[config.mk]
export PLATFORM = sky130hd
export DESIGN_NAME = tmr_wdt_prescaler
export DESIGN_NICKNAME = d
export VERILOG_FILES = /design/src/rtl/tmr_pkg.sv /design/src/rtl/tmr_src_sel.sv /design/src/rtl/tmr_prescaler.sv /design/src/rtl/tmr_sync_count.sv /design/src/rtl/tmr_wdt_prescaler.sv
export SDC_FILE = /design/constraint.sdc
export NUM_CORES = 1
export LEC_CHECK = 0
export BUFFER_PORTS_ARGS = -buffer_cell sky130_fd_sc_hd__clkbuf_2
export CAP_MARGIN = 0
export CORE_ASPECT_RATIO = 0.7
export CORE_MARGIN = 2
export CORE_UTILIZATION = 60
export CTS_CLUSTER_SIZE = 28
export DETAILED_ROUTE_END_ITERATION = 12
export PLACE_DENSITY = 0.83
export SYNTH_ARGS = -nofsm -noshare
export SYNTH_HDL_FRONTEND = slang
export SYNTH_SLANG_ARGS = --single-unit
[constraint.sdc]
create_clock -name clk_i -period 5.4 [get_ports clk_i]
set_input_delay 1.62 -clock clk_i [delete_from_list [all_inputs] [get_ports clk_i]]
set_output_delay 1.62 -clock clk_i [all_outputs]
set_load 0.02 [all_outputs]
[src/rtl/tmr_pkg.sv]
package tmr_pkg;
  localparam int unsigned DATA_W = 8;

  typedef enum logic [1:0] {
    SEL_TMR = 2'd0,
    SEL_OPT = 2'd1,
    SEL_INT = 2'd2,
    SEL_RSV = 2'd3
  } reg_sel_e;

  typedef struct packed {
    logic [1:0] spare;
    logic       src_ext;
    logic       edge_fall;
    logic       pre_to_wdt;
    logic [2:0] tap;
  } opt_t;

  localparam logic [DATA_W-1:0] OPT_RST = 8'hFF;
endpackage

[src/rtl/tmr_src_sel.sv]
module tmr_src_sel #(
  parameter int unsigned SYNC_N = 2
) (
  input  logic clk_i,
  input  logic rst_ni,
  input  logic cyc_tick_i,
  input  logic ext_clk_i,
  input  logic edge_fall_i,
  input  logic src_ext_i,
  input  logic sleep_i,
  output logic src_pulse_o
);
  logic [SYNC_N-1:0] pin_sync_q;
  logic lvl, lvl_q, ext_edge;

  always_ff @(posedge clk_i or negedge rst_ni) begin
    if (!rst_ni) pin_sync_q <= '0;
    else         pin_sync_q <= {pin_sync_q[SYNC_N-2:0], ext_clk_i};
  end

  assign lvl = pin_sync_q[SYNC_N-1] ^ edge_fall_i;

  // reset level matches pin low with falling select, so no edge at start
  always_ff @(posedge clk_i or negedge rst_ni) begin
    if (!rst_ni) lvl_q <= 1'b1;
    else         lvl_q <= lvl;
  end

  assign ext_edge    = lvl & ~lvl_q;
  assign src_pulse_o = ~sleep_i & (src_ext_i ? ext_edge : cyc_tick_i);
endmodule

[src/rtl/tmr_prescaler.sv]
module tmr_prescaler #(
  parameter int unsigned CNT_W = 8,
  localparam int unsigned TAP_W = $clog2(CNT_W + 1)
) (
  input  logic             clk_i,
  input  logic             rst_ni,
  input  logic             clr_i,
  input  logic             inc_i,
  input  logic [TAP_W-1:0] tap_i,
  output logic             tap_pulse_o
);
  logic [CNT_W-1:0] cnt_q;
  logic [CNT_W:0]   hit;

  always_ff @(posedge clk_i or negedge rst_ni) begin
    if (!rst_ni)    cnt_q <= '0;
    else if (clr_i) cnt_q <= '0;
    else if (inc_i) cnt_q <= cnt_q + 1'b1;
  end

  // hit[k]: the next input event completes a 2^k division
  assign hit[0] = 1'b1;
  for (genvar k = 1; k <= CNT_W; k++) begin : g_tap
    assign hit[k] = &cnt_q[k-1:0];
  end

  assign tap_pulse_o = inc_i & (tap_i <= TAP_W'(CNT_W)) & hit[tap_i];
endmodule

[src/rtl/tmr_sync_count.sv]
module tmr_sync_count #(
  parameter int unsigned W      = 8,
  parameter int unsigned STAGES = 2
) (
  input  logic         clk_i,
  input  logic         rst_ni,
  input  logic         cyc_tick_i,
  input  logic         pulse_i,
  input  logic         clr_i,
  input  logic         ld_i,
  input  logic [W-1:0] ld_val_i,
  output logic [W-1:0] cnt_o,
  output logic         ovf_o
);
  logic [STAGES-1:0] stg_q;
  logic [W-1:0]      cnt_q;
  logic              inc;

  // event pipeline advances one stage per instruction cycle
  always_ff @(posedge clk_i or negedge rst_ni) begin
    if (!rst_ni) stg_q <= '0;
    else if (clr_i) stg_q <= '0;
    else begin
      if (cyc_tick_i) stg_q[0] <= pulse_i;
      else            stg_q[0] <= stg_q[0] | pulse_i;
      for (int i = 1; i < int'(STAGES); i++) begin
        if (cyc_tick_i) stg_q[i] <= stg_q[i-1];
      end
    end
  end

  assign inc = cyc_tick_i & stg_q[STAGES-1];

  always_ff @(posedge clk_i or negedge rst_ni) begin
    if (!rst_ni)   cnt_q <= '0;
    else if (ld_i) cnt_q <= ld_val_i;
    else if (inc)  cnt_q <= cnt_q + 1'b1;
  end

  assign cnt_o = cnt_q;
  assign ovf_o = inc & (&cnt_q) & ~ld_i;
endmodule

[src/rtl/tmr_wdt_prescaler.sv]
module tmr_wdt_prescaler
  import tmr_pkg::*;
#(
  parameter int unsigned PRE_W   = 8,
  parameter int unsigned SYNC_N  = 2,
  parameter int unsigned CYC_DLY = 2
) (
  input  logic              clk_i,
  input  logic              rst_ni,
  input  logic              cyc_tick_i,
  input  logic              ext_clk_i,
  input  logic              sleep_i,
  input  logic              wdt_tick_i,
  output logic              wdt_tick_o,
  input  logic              wr_en_i,
  input  logic [1:0]        addr_i,
  input  logic [DATA_W-1:0] wdata_i,
  output logic [DATA_W-1:0] rdata_o,
  output logic              irq_o
);
  localparam int unsigned TAP_W = $clog2(PRE_W + 1);

  opt_t              opt_q;
  logic              flag_q, en_q;
  logic              wr_tmr, wr_opt, wr_int, pipe_clr;
  logic              src_pulse, pre_in, pre_pulse, tmr_pulse, ovf;
  logic [TAP_W-1:0]  tap_sel;
  logic [DATA_W-1:0] tmr_val;

  assign wr_tmr   = wr_en_i && (reg_sel_e'(addr_i) == SEL_TMR);
  assign wr_opt   = wr_en_i && (reg_sel_e'(addr_i) == SEL_OPT);
  assign wr_int   = wr_en_i && (reg_sel_e'(addr_i) == SEL_INT);
  assign pipe_clr = wr_tmr | wr_opt;

  always_ff @(posedge clk_i or negedge rst_ni) begin
    if (!rst_ni)     opt_q <= opt_t'(OPT_RST);
    else if (wr_opt) opt_q <= opt_t'(wdata_i);
  end

  always_ff @(posedge clk_i or negedge rst_ni) begin
    if (!rst_ni) begin
      flag_q <= 1'b0;
      en_q   <= 1'b0;
    end else begin
      if (ovf)         flag_q <= 1'b1;
      else if (wr_int) flag_q <= wdata_i[0];
      if (wr_int)      en_q   <= wdata_i[1];
    end
  end

  tmr_src_sel #(.SYNC_N(SYNC_N)) u_src (
    .clk_i       (clk_i),
    .rst_ni      (rst_ni),
    .cyc_tick_i  (cyc_tick_i),
    .ext_clk_i   (ext_clk_i),
    .edge_fall_i (opt_q.edge_fall),
    .src_ext_i   (opt_q.src_ext),
    .sleep_i     (sleep_i),
    .src_pulse_o (src_pulse)
  );

  // timer path taps one stage deeper than the watchdog path
  assign tap_sel = TAP_W'(opt_q.tap) + TAP_W'(!opt_q.pre_to_wdt);
  assign pre_in  = opt_q.pre_to_wdt ? wdt_tick_i : src_pulse;

  tmr_prescaler #(.CNT_W(PRE_W)) u_pre (
    .clk_i       (clk_i),
    .rst_ni      (rst_ni),
    .clr_i       (pipe_clr),
    .inc_i       (pre_in),
    .tap_i       (tap_sel),
    .tap_pulse_o (pre_pulse)
  );

  assign tmr_pulse  = opt_q.pre_to_wdt ? src_pulse : pre_pulse;
  assign wdt_tick_o = opt_q.pre_to_wdt ? pre_pulse : wdt_tick_i;

  tmr_sync_count #(.W(DATA_W), .STAGES(CYC_DLY)) u_cnt (
    .clk_i      (clk_i),
    .rst_ni     (rst_ni),
    .cyc_tick_i (cyc_tick_i),
    .pulse_i    (tmr_pulse),
    .clr_i      (pipe_clr | sleep_i),
    .ld_i       (wr_tmr),
    .ld_val_i   (wdata_i),
    .cnt_o      (tmr_val),
    .ovf_o      (ovf)
  );

  always_comb begin
    unique case (reg_sel_e'(addr_i))
      SEL_TMR: rdata_o = tmr_val;
      SEL_OPT: rdata_o = opt_q;
      SEL_INT: rdata_o = {{(DATA_W-2){1'b0}}, en_q, flag_q};
      default: rdata_o = '0;
    endcase
  end

  assign irq_o = flag_q & en_q;
endmodule

Yosys cells after proc, flatten, opt, wreduce, memory -nomap -nowiden
Cells that the tools add are included.

Register bits: 31. Output and inout bits: 10.

Multiplexer cells: 16. Add/subtract/negate cells: 3. Bitwise gates (word level): 15. Equal/unequal tests: 2. Reductions and logical operators: 17. Magnitude comparators: 2.

Operator list (number): $mux 8 (4); $pmux 8 s3 (1); $add 8x1->8 const B (2); $reduce_and 8->1 (2); $mux 1 (9); $and 1x1->1 (8); $reduce_bool 2->1 (4); $reduce_and 7->1 (1); $reduce_and 6->1 (1); $lt 4x5->1 const B (1); $reduce_and 5->1 (1); $add 3x1->4 (1); $bmux 1 s4 (1); $le 4x4->1 const B (1); $reduce_and 4->1 (1); $logic_and 1x1->1 (3); $not 1->1 (3); $or 1x1->1 (3); $reduce_and 3->1 (1); $eq 2x1->1 const B (1); $eq 2x2->1 const B (1); $logic_not 2->1 (1); $mux 2 (1); $reduce_and 2->1 (1); other kinds (2) (2).

Longest topological paths before layout
Gate-level depths: netlist of run 1.

Depth after elaboration: 11. Mapped depth: 9. Mapped depth without buffers: 8.

Hierarchy
Synthesis of run 1 repeated with hierarchy kept, for this count alone.

Cells, all modules: 171. Area total of the unflattened synthesis: 1835.5 um^2.

Modules (own cells, without submodules): tmr_wdt_prescaler (instances 1, seq. area each 260.2 um^2, area each 695.7 um^2, cells each 56); tmr_sync_count (instances 1, seq. area each 250.2 um^2, area each 529.3 um^2, cells each 57); tmr_prescaler (instances 1, seq. area each 200.2 um^2, area each 503.0 um^2, cells each 51); tmr_src_sel (instances 1, seq. area each 76.3 um^2, area each 107.6 um^2, cells each 7).

Worst setup path after synthesis of run 1
Ideal clock, no wire load.

Path type: in2out. Start: input port cyc_tick_i. End: output port wdt_tick_o. Slack: 1.155 ns. Buffers on the path: 0. Cell stages on the path: 4. Arrival time: 2.625 ns. Path through: nor4b_4 a211oi_4 a311oi_1 mux2_2.

Cells in the longest elaborated chain, start to end: 6.

Ends and longest elaborated chain: from (decl) (line tmr_wdt_prescaler.sv:10) `input logic cyc_tick_i,`; $mux 1 (line tmr_src_sel.sv:30) `assign src_pulse_o = ~sleep_i & (src_ext_i ? ext_edge : cyc_tick_i);`; $and 1x1->1 (line tmr_src_sel.sv:30); $mux 1 (line tmr_wdt_prescaler.sv:64) `assign pre_in = opt_q.pre_to_wdt ? wdt_tick_i : src_pulse;`; $and 1x1->1 (2 in series) (line tmr_prescaler.sv:27) `assign tap_pulse_o = inc_i & (tap_i <= TAP_W'(CNT_W)) & hit[tap_i];`; $mux 1 (line tmr_wdt_prescaler.sv:76) `assign wdt_tick_o = opt_q.pre_to_wdt ? pre_pulse : wdt_tick_i;`; to (decl) (line tmr_wdt_prescaler.sv:14) `output logic wdt_tick_o,`.

Every way passes these cells.

Worst setup path after layout of run 1
Ends and elaborated chain as after synthesis.

==> qor.csv, run 1 <==
metric,value,unit
outcome,completed,
last weighted congestion value of the routability-driven placer,0.884,
max-capacitance violation count,0,
worst-case clock buffer depth,2,
count of inserted antenna diode cells,0,
setup repair after global routing missed its margin,false,
number of antenna violations at the first check in global routing,0,
headroom to the max-slew limit,31.6,%
clock-pin slew reported for the worst setup and hold paths after clock tree synthesis,0.07,ns
count of endpoints failing setup in the final report,0,
total of cells resized after clock tree synthesis,0,
hold_buf cts,0,
Buffers & Inverters on Critical Path,2,
setup slack of the critical path after layout,0.718,ns
area delta synth->final,12.6,%
clock latency of the later-clocked register in the worst-skew pair,0.29,ns
actual slew at the worst max-slew pin,1.02,ns
number of library cell types mapped by synthesis,34,
kind of cell with the highest combined delay on the critical path,compound AO/OA/AOI/OAI gates,
wire length of the first global-routing pass,6720,microns
cell at the root of the clock tree,sky130_fd_sc_hd__clkbuf_8,
flip-flop and latch count after synthesis,31,
die outline width,69.5,microns
number of global-route vias before repair,1369,
global-route total usage across every layer,25.2,%
maximum resistive drop on vdd,0.190,mV
H-tree depth,2,
count of final hold-check violations,0,
site row count,16,
Clock Skew,0.00820,ns
Critical Setup Path Class,input pin to primary output,
clock tree from TritonCTS,yes,
ratio of cells with drive above 1 in the final layout,29.6,%
initial core utilization,63.9,%
number of nets in the synthesized netlist,195,
Port Buf Inserts,26,
vias per cell,5.69,
mean instance size in the synthesized netlist,10.5,sq um
CORE AREA,0.00282,sq mm
height of the die,49.9,microns
GRT overflow,0,
total number of vias,1337,
total wire length after detailed routing,3910,microns
Critical Path End Type,primary output,
critical path peak fanout,10,
setup total negative slack,0,ns
final clock period utilization by the worst path,86.7,%
cell with the largest stage delay on the worst path,sky130_fd_sc_hd__a211oi_4,
post-DR wirelength/cell,16.7,microns
clk sinks,31,
violation count after the first detailed-routing iteration,119,
cells after synthesis,172,
Synth warnings,0,
classification of the worst-slack hold path,flip-flop to flip-flop,
highest clock rate,214,MHz
buffer count from post-CTS setup fixing,0,
post-synth design cell area,0.00180,sq mm
Crit path required time,3.78,ns
residual DRC count,0,
pin count of the biggest net entering global routing,32,
cell repeated most along the worst path,sky130_fd_sc_hd__clkbuf_2,
cells traversed along the worst timing path,clkbuf_2 > nor4b_4 > a211oi_4 > a311oi_1 > mux2_2 > clkbuf_2,
Tmin final,4.68,ns
full die area,0.00347,sq mm
worst path arrival time,3.06,ns
post-place setup slack,0.755,ns
max incr delay on CP,0.55,ns
Final Net Count,221,
total half-perimeter wirelength after legalization and detailed placement,2850,microns
Critical Path Start Type,input pin,
share of the yosys chip area belonging to registers,43.6,%
standby leakage power,0.933,nW
power per cell area,338,mW/mm^2
number of top-level pins,27,
number of buffers added by the clock tree synthesis step,5,
total count of max-transition violations in the final report,0,
number of optimization iterations in the first detailed-route pass,4,
count of antenna-violating nets left after detailed routing,0,
==> synthesized netlist by cell type (all sizes together) <==
cell type / instances / area share, %
nand2b: 1 / 0.35
o2111ai: 1 / 0.49
mux2: 11 / 6.9
nand2: 21 / 4.4
o21ai: 11 / 3.1
or3: 1 / 0.35
a31oi: 2 / 0.69
o21a: 1 / 0.42
a221oi: 1 / 0.49
dfrtp: 22 / 31
and3: 4 / 1.4
mux2i: 15 / 8.3
nor2: 16 / 3.3
buf: 3 / 1.2
ha: 6 / 4.2
inv: 3 / 0.62
nor3: 3 / 0.83
dfstp: 9 / 13
and2: 3 / 1.0
nor4b: 3 / 4.0
o31ai: 1 / 0.42
nor4: 1 / 0.35
clkbuf: 4 / 0.83
xnor2: 5 / 2.4
nand4: 1 / 0.35
nand3b: 1 / 0.42
nand3: 5 / 1.4
a21oi: 2 / 0.55
xor2: 8 / 4.3
nor2b: 4 / 1.4
a211oi: 1 / 1.1
a311oi: 2 / 0.97
==> sequential cells by signal (all words and copies together), names as in the netlist <==
name / count
u_src.lvl_q: 1
u_src.pin_sync_q: 2
en_q: 1
u_cnt.cnt_o: 8
opt_q: 8
u_cnt.stg_q: 2
flag_q: 1
u_pre.cnt_q: 8
==> final cells by class <==
type                       instances  area, sq um
multi-input combinational        131          970
fill                             216          791
sequential                        31          787
timing repair buffer              26          130
clock buffer                       5         68.8
tap                               36         45.0
clock inverter                     3         20.0
inverter                           3         11.3
==> where the power goes <==
group	internal, mW	total [mW]	switching [mW]
logic	0.0791	0.177	0.0977
registers	0.281	0.328	0.0475
clock network	0.0895	0.182	0.0920
==> layout by cell type (no fill, tap or decap), drive strengths merged, types with 2 or more instances in the layout <==
| cell type | instances |
|---|---|
| nor2 | 16 |
| nand3 | 5 |
| a21oi | 2 |
| a31oi | 2 |
| nor3 | 3 |
| and2 | 3 |
| dfrtp | 22 |
| inv | 3 |
| xor2 | 8 |
| mux2i | 15 |
| a311oi | 2 |
| clkinvlp | 2 |
| and3 | 4 |
| nor4b | 3 |
| xnor2 | 5 |
| ha | 6 |
| dfstp | 9 |
| o21ai | 11 |
| clkbuf | 31 |
| nor2b | 4 |
| mux2 | 11 |
| nand2 | 21 |
==> final timing paths <==
path | startpoint | endpoint | slack, ns | depth (start not counted)
worst max-delay path | cyc_tick_i | wdt_tick_o | 0.72 | 6
worst min-delay path | u_src.pin_sync_q[0]$_DFF_PN0_ | u_src.pin_sync_q[1]$_DFF_PN0_ | 0.36 | 0
worst max register to register | opt_q[3]$_DFFE_PN1P_ | u_cnt.stg_q[0]$_DFF_PN0_ | 3.00 | 8
worst min register to register | u_src.pin_sync_q[0]$_DFF_PN0_ | u_src.pin_sync_q[1]$_DFF_PN0_ | 0.36 | 0
max in group asynchronous | rst_ni | u_cnt.cnt_o[7]$_DFFE_PN0P_ | 3.52 | 1
min in group asynchronous | rst_ni | u_src.pin_sync_q[0]$_DFF_PN0_ | 1.39 | 1
==> routing by layer <==
metal	share of wire [%]	GRT usage [%]	up-vias
met2	45	40.5	32
met5	0	0	-
met3	4.4	5.73	6
met1	49	34.8	646
li1	-	-	653
met4	0.84	5.88	0
==> cell families (layout without fill, tap and decap cells) <==
family	after synthesis	in the layout	share of synthesized area [%]
muxes	26	26	15.2
DFF	31	31	43.6
buffers and inverters	10	37	2.63
xor gates and xnor gates	13	13	6.73
adders and majority gates	6	6	4.16
AOI/OAI and AO/OA	22	22	8.18
and+or+nand+nor	64	64	19.5
==> through the flow <==
step | instance area, sq um | cells | power, mW | hold WS (ns) | utilization (%)
after detailed placement | 1940 | 227 | 0.506 | 0.346 | 68.8
after CTS | 2030 | 235 | 0.686 | 0.362 | 72.0
final | 2030 | 235 | 0.686 | 0.359 | 72.0
after floorplan | 1800 | 172 | 0.450 | 0.331 | -
after global placement | 1940 | 227 | 0.492 | 0.334 | 68.8
after global routing | 2030 | 235 | 0.726 | 0.380 | 72.0
No activity file was read; power rests on OpenSTA's default activity.
==> run 2, diff against run 1 <==
--- a/config.mk
+++ b/config.mk
@@ -12,6 +12,7 @@
 export CORE_UTILIZATION = 60
 export CTS_CLUSTER_SIZE = 28
 export DETAILED_ROUTE_END_ITERATION = 12
+export GPL_TIMING_DRIVEN = 0
 export PLACE_DENSITY = 0.83
 export SYNTH_ARGS = -nofsm -noshare
 export SYNTH_HDL_FRONTEND = slang
==> qor.csv, run 2 (synthesized netlist as in run 1, its figures left out) <==
metric,value,unit,change
die outline width,69.5,microns,unchanged
total half-perimeter wirelength after legalization and detailed placement,2960,microns,+3.9%
Tmin final,4.71,ns,+0.0241 ns
site row count,16,,unchanged
actual slew at the worst max-slew pin,0.749,ns,-0.275 ns
Critical Path End Type,primary output,,
GRT overflow,0,,unchanged
initial core utilization,63.9,%,unchanged
maximum resistive drop on vdd,0.196,mV,+3.1%
clock tree from TritonCTS,yes,,
area delta synth->final,15.0,%,
hold_buf cts,0,,unchanged
post-place setup slack,0.714,ns,-0.0413 ns
Clock Skew,0.00455,ns,-0.00365 ns
height of the die,49.9,microns,unchanged
Worst R2R Setup Slack,2.93,ns,-0.07 ns
worst-case clock buffer depth,2,,unchanged
setup total negative slack,0,ns,unchanged
global-route total usage across every layer,26.0,%,+0.81 points
wire length of the first global-routing pass,6800,microns,+1.2%
startpoint of the worst hold path,u_src.pin_sync_q[0]$_DFF_PN0_,,
CORE AREA,0.00282,sq mm,unchanged
violation count after the first detailed-routing iteration,80,,-33%
register area,787,sq um,unchanged
setup slack of the critical path after layout,0.694,ns,-0.0241 ns
number of buffers added by the clock tree synthesis step,5,,unchanged
area used by multi-input combinational logic,970,sq um,unchanged
destination of the worst register-to-register timing path,u_cnt.stg_q[0]$_DFF_PN0_,,
number of top-level pins,27,,unchanged
post-DR wirelength/cell,16.4,microns,-1.6%
critical path startpoint,cyc_tick_i,,
count of antenna-violating nets left after detailed routing,0,,unchanged
residual DRC count,0,,unchanged
max-capacitance violation count,0,,unchanged
clock latency of the later-clocked register in the worst-skew pair,0.29,ns,about the same
number of global-route vias before repair,1421,,+3.8%
clk sinks,31,,unchanged
number of antenna violations at the first check in global routing,0,,unchanged
buffer count from post-CTS setup fixing,0,,unchanged
Port Buf Inserts,25,,-3.8%
count of final hold-check violations,0,,unchanged
worst path arrival time,3.09,ns,+0.03 ns
Critical Path Start Type,input pin,,
ratio of cells with drive above 1 in the final layout,29.3,%,-0.38 points
# fillers,209,,-3.2%
H-tree depth,2,,unchanged
most used cells in the layout excluding fill and tap cells,"sky130_fd_sc_hd__clkbuf_2 (25), sky130_fd_sc_hd__dfrtp_1 (22), sky130_fd_sc_hd__nand2_1 (21)",,
CP endpoint,wdt_tick_o,,
final clock period utilization by the worst path,87.1,%,+0.45 points
total count of max-transition violations in the final report,0,,unchanged
clock-pin slew reported for the worst setup and hold paths after clock tree synthesis,0.06,ns,about the same
number of cells traversed by the worst register-to-register path,9,,+1
power per cell area,343,mW/mm^2,+1.4%
total wire length after detailed routing,3950,microns,+0.89%
highest clock rate,213,MHz,-0.51%
number of optimization iterations in the first detailed-route pass,5,,+1
setup repair after global routing missed its margin,false,,
total of cells resized after clock tree synthesis,0,,unchanged
Final Net Count,227,,+2.7%
most common library cell in the layout ignoring fill and taps,sky130_fd_sc_hd__clkbuf_2,,
outcome,completed,,
count of inserted antenna diode cells,0,,unchanged
total number of vias,1402,,+4.9%
Crit path required time,3.78,ns,about the same
full die area,0.00347,sq mm,unchanged
standby leakage power,0.961,nW,+2.9%
beginning of the worst register-to-register path,opt_q[3]$_DFFE_PN1P_,,
classification of the worst-slack hold path,flip-flop to flip-flop,,
last weighted congestion value of the routability-driven placer,0.893,,+1.1%
cell at the root of the clock tree,sky130_fd_sc_hd__clkbuf_8,,
pin count of the biggest net entering global routing,32,,unchanged
vias per cell,5.82,,+2.3%
Critical Setup Path Class,input pin to primary output,,
critical path peak fanout,10,,unchanged
headroom to the max-slew limit,50.1,%,+18 points
count of endpoints failing setup in the final report,0,,unchanged
[run 2: cell count changes in the layout (fill, tap and decap cells not counted)]
| cell | previous run | this run |
|---|---|---|
| sky130_fd_sc_hd__buf_2 | 0 | 2 |
| sky130_fd_sc_hd__clkbuf_8 | 5 | 7 |
| sky130_fd_sc_hd__clkbuf_2 | 26 | 25 |
| sky130_fd_sc_hd__clkbuf_1 | 0 | 5 |
| sky130_fd_sc_hd__clkinvlp_4 | 2 | 0 |
| sky130_fd_sc_hd__clkinv_2 | 1 | 0 |
| sky130_fd_sc_hd__buf_6 | 0 | 1 |
[run 2: worst min-delay path by stage]
stage	cells past startpoint	to	slack, ns
after global routing	0	u_src.pin_sync_q[1]$_DFF_PN0_	0.36
final	0	u_src.pin_sync_q[1]$_DFF_PN0_	0.35
after global placement	0	u_src.pin_sync_q[1]$_DFF_PN0_	0.34
after floorplan	0	u_src.pin_sync_q[1]$_DFF_PN0_	0.33
after CTS	0	u_src.pin_sync_q[1]$_DFF_PN0_	0.36
after detailed placement	0	u_src.pin_sync_q[1]$_DFF_PN0_	0.34
[run 2: cell type report]
| type | instances | share of cell area, % |
|---|---|---|
| plain buffers | 7 | 1.75 |
| flip-flops and latches | 31 | 37.9 |
| well taps | 36 | 2.17 |
| clock buffers | 8 | 4.83 |
| multi-input cells | 131 | 46.7 |
| repair buffers | 25 | 6.03 |
| inverters | 3 | 0.543 |
[run 2: critical path, cell delays in order]
cell	delay [ns]
sky130_fd_sc_hd__clkbuf_2	0.14
sky130_fd_sc_hd__nor4b_4	0.15
sky130_fd_sc_hd__a211oi_4	0.54
sky130_fd_sc_hd__a311oi_1	0.17
sky130_fd_sc_hd__mux2_2	0.30
sky130_fd_sc_hd__clkbuf_2	0.15
[run 2: per-stage QoR]
stage	utilization, %	std cells	hold WS [ns]	total power [mW]	instance area, sq um
after floorplan	-	172	0.331	0.450	1800
after global placement	69.9	233	0.336	0.495	1970
after detailed placement	69.9	233	0.341	0.512	1970
after CTS	73.5	241	0.359	0.712	2070
after global routing	73.5	241	0.364	0.753	2070
final	73.5	241	0.354	0.711	2070
[run 2: per-layer routing]
layer / GRT usage (%) / vias up / wire (microns)
met5: 0 / - / 0
met4: 8.17 / 0 / 63
met3: 7.16 / 12 / 281
met2: 40.1 / 52 / 1790
met1: 35.8 / 671 / 1810
li1: - / 667 / -
[run 2: where the power goes]
group / switching, mW / leakage, nW / internal [mW] / total, mW
clock: 0.0848 / 0.0515 / 0.116 / 0.201
combinational: 0.104 / 0.531 / 0.0828 / 0.187
sequential: 0.0427 / 0.378 / 0.281 / 0.323
total: 0.231 / 0.961 / 0.479 / 0.711
==> run 3, diff against run 2 <==
--- a/config.mk
+++ b/config.mk
@@ -9,11 +9,12 @@
 export CAP_MARGIN = 0
 export CORE_ASPECT_RATIO = 0.7
 export CORE_MARGIN = 2
-export CORE_UTILIZATION = 60
+export CORE_UTILIZATION = 63
+export CTS_BUF_LIST = sky130_fd_sc_hd__clkbuf_8
 export CTS_CLUSTER_SIZE = 28
 export DETAILED_ROUTE_END_ITERATION = 12
 export GPL_TIMING_DRIVEN = 0
-export PLACE_DENSITY = 0.83
+export PLACE_DENSITY = 0.87
 export SYNTH_ARGS = -nofsm -noshare
 export SYNTH_HDL_FRONTEND = slang
 export SYNTH_SLANG_ARGS = --single-unit
==> qor.csv, run 3 (synthesized netlist as in run 1, its figures left out) <==
metric,value,unit,change
total number of vias,1389,,-0.93%
area used by multi-input combinational logic,970,sq um,unchanged
clk sinks,31,,unchanged
number of optimization iterations in the first detailed-route pass,4,,-1
register area,787,sq um,unchanged
height of the die,48.8,microns,-2.2%
Final Net Count,227,,unchanged
number of top-level pins,27,,unchanged
max-capacitance violation count,0,,unchanged
max incr delay on CP,0.52,ns,-0.02 ns
Critical Setup Path Class,input pin to primary output,,
Critical Path Start Type,input pin,,
# fillers,196,,-6.2%
setup total negative slack,0,ns,unchanged
most common library cell in the layout ignoring fill and taps,sky130_fd_sc_hd__clkbuf_2,,
cell repeated most along the worst path,sky130_fd_sc_hd__clkbuf_2,,
outcome,completed,,
clock-pin slew reported for the worst setup and hold paths after clock tree synthesis,0.07,ns,about the same
total half-perimeter wirelength after legalization and detailed placement,2970,microns,+0.28%
clock latency of the later-clocked register in the worst-skew pair,0.29,ns,about the same
area delta synth->final,14.5,%,
standby leakage power,0.961,nW,about the same
worst-case clock buffer depth,2,,unchanged
Critical Path End Type,primary output,,
headroom to the max-slew limit,50.6,%,+0.53 points
worst hold slack,0.374,ns,+0.0204 ns
site row count,16,,unchanged
CORE AREA,0.00276,sq mm,-2.1%
final clock period utilization by the worst path,86.7,%,-0.46 points
worst path arrival time,3.06,ns,-0.03 ns
critical path peak fanout,10,,unchanged
initial core utilization,65.3,%,+1.4 points
maximum resistive drop on vdd,0.299,mV,+53%
buffer count from post-CTS setup fixing,0,,unchanged
count of antenna-violating nets left after detailed routing,0,,unchanged
classification of the worst-slack hold path,flip-flop to flip-flop,,
wire length of the first global-routing pass,6670,microns,-1.9%
total wire length after detailed routing,3930,microns,-0.38%
setup repair after global routing missed its margin,false,,
total of cells resized after clock tree synthesis,0,,unchanged
H-tree depth,2,,unchanged
die outline width,68.0,microns,-2.3%
most used cells in the layout excluding fill and tap cells,"sky130_fd_sc_hd__clkbuf_2 (25), sky130_fd_sc_hd__dfrtp_1 (22), sky130_fd_sc_hd__nand2_1 (21)",,
count of inserted antenna diode cells,0,,unchanged
power per cell area,337,mW/mm^2,-1.7%
GRT overflow,0,,unchanged
pin count of the biggest net entering global routing,32,,unchanged
last weighted congestion value of the routability-driven placer,0.817,,-8.6%
vias per cell,5.76,,-0.93%
Port Buf Inserts,25,,unchanged
count of final hold-check violations,0,,unchanged
ratio of cells with drive above 1 in the final layout,29.3,%,unchanged
full die area,0.00331,sq mm,-4.4%
post-place setup slack,0.710,ns,-0.00411 ns
post-DR wirelength/cell,16.3,microns,-0.38%
hold_buf cts,0,,unchanged
Tmin final,4.68,ns,-0.0248 ns
setup slack of the critical path after layout,0.719,ns,+0.0248 ns
residual DRC count,0,,unchanged
Crit path required time,3.78,ns,about the same
actual slew at the worst max-slew pin,0.741,ns,-0.00790 ns
total count of max-transition violations in the final report,0,,unchanged
highest clock rate,214,MHz,+0.53%
cell at the root of the clock tree,sky130_fd_sc_hd__clkbuf_8,,
number of global-route vias before repair,1384,,-2.6%
number of buffers added by the clock tree synthesis step,5,,unchanged
clock tree from TritonCTS,yes,,
Clock Skew,0.00659,ns,+0.00204 ns
total power of the final layout,696,uW,-2.1%
cell with the largest stage delay on the worst path,sky130_fd_sc_hd__a211oi_4,,
global-route total usage across every layer,28.1,%,+2.1 points
Worst R2R Setup Slack,2.96,ns,+0.03 ns
cells traversed along the worst timing path,clkbuf_2 > nor4b_4 > a211oi_4 > a311oi_1 > mux2_2 > clkbuf_2,,
violation count after the first detailed-routing iteration,118,,+48%
count of endpoints failing setup in the final report,0,,unchanged
number of antenna violations at the first check in global routing,0,,unchanged
## run 3: cell types whose count changed in the layout (fill, tap and decap cells not counted)
cell	change
sky130_fd_sc_hd__inv_1	+1
sky130_fd_sc_hd__clkbuf_1	-1
sky130_fd_sc_hd__clkbuf_8	-1
sky130_fd_sc_hd__clkinv_2	+1
## run 3: worst paths after layout
check	end	depth (start not counted)	from
worst max-delay path	wdt_tick_o	6	cyc_tick_i
worst min-delay path	u_src.pin_sync_q[1]$_DFF_PN0_	0	u_src.pin_sync_q[0]$_DFF_PN0_
worst max register to register	u_cnt.stg_q[0]$_DFF_PN0_	9	opt_q[3]$_DFFE_PN1P_
worst min register to register	u_src.pin_sync_q[1]$_DFF_PN0_	0	u_src.pin_sync_q[0]$_DFF_PN0_
max in group asynchronous	u_cnt.cnt_o[4]$_DFFE_PN0P_	1	rst_ni
min in group asynchronous	u_src.pin_sync_q[1]$_DFF_PN0_	1	rst_ni
## run 3: critical path: cells and delay by family
kind                   cells  cell delay [ns]
muxes                      1             0.30
AOI/OAI and AO/OA          2             0.69
buffers and inverters      2             0.28
and+or+nand+nor            1             0.15
## run 3: where the power goes
| group | switching, mW | internal [mW] |
|---|---|---|
| Clock | 0.0877 | 0.101 |
| Combinational | 0.103 | 0.0822 |
| Sequential | 0.0422 | 0.281 |
## run 3: per-layer routing
metal	vias to the layer above	part of all wire, %	global-route usage (%)
li1	669	-	-
met1	668	46	38.8
met2	48	47	44.5
met3	4	5.5	6.47
met4	0	1.3	8.00
met5	-	0	0
## run 3: layout make-up
class | instances | share of cell area, %
plain buffers | 7 | 1.76
clock buffers | 6 | 4.00
clock inverters | 2 | 0.424
inverters | 3 | 0.545
multi-input cells | 131 | 46.9
flip-flops and latches | 31 | 38.1
well taps | 36 | 2.18
repair buffers | 25 | 6.06
## run 3: through the flow
stage | utilization [%] | instance area [sq um] | instances
floorplan | - | 1800 | 172
global placement | 71.5 | 1970 | 233
detailed placement | 71.5 | 1970 | 233
CTS | 74.8 | 2070 | 241
global route | 74.8 | 2070 | 241
finish | 74.8 | 2070 | 241
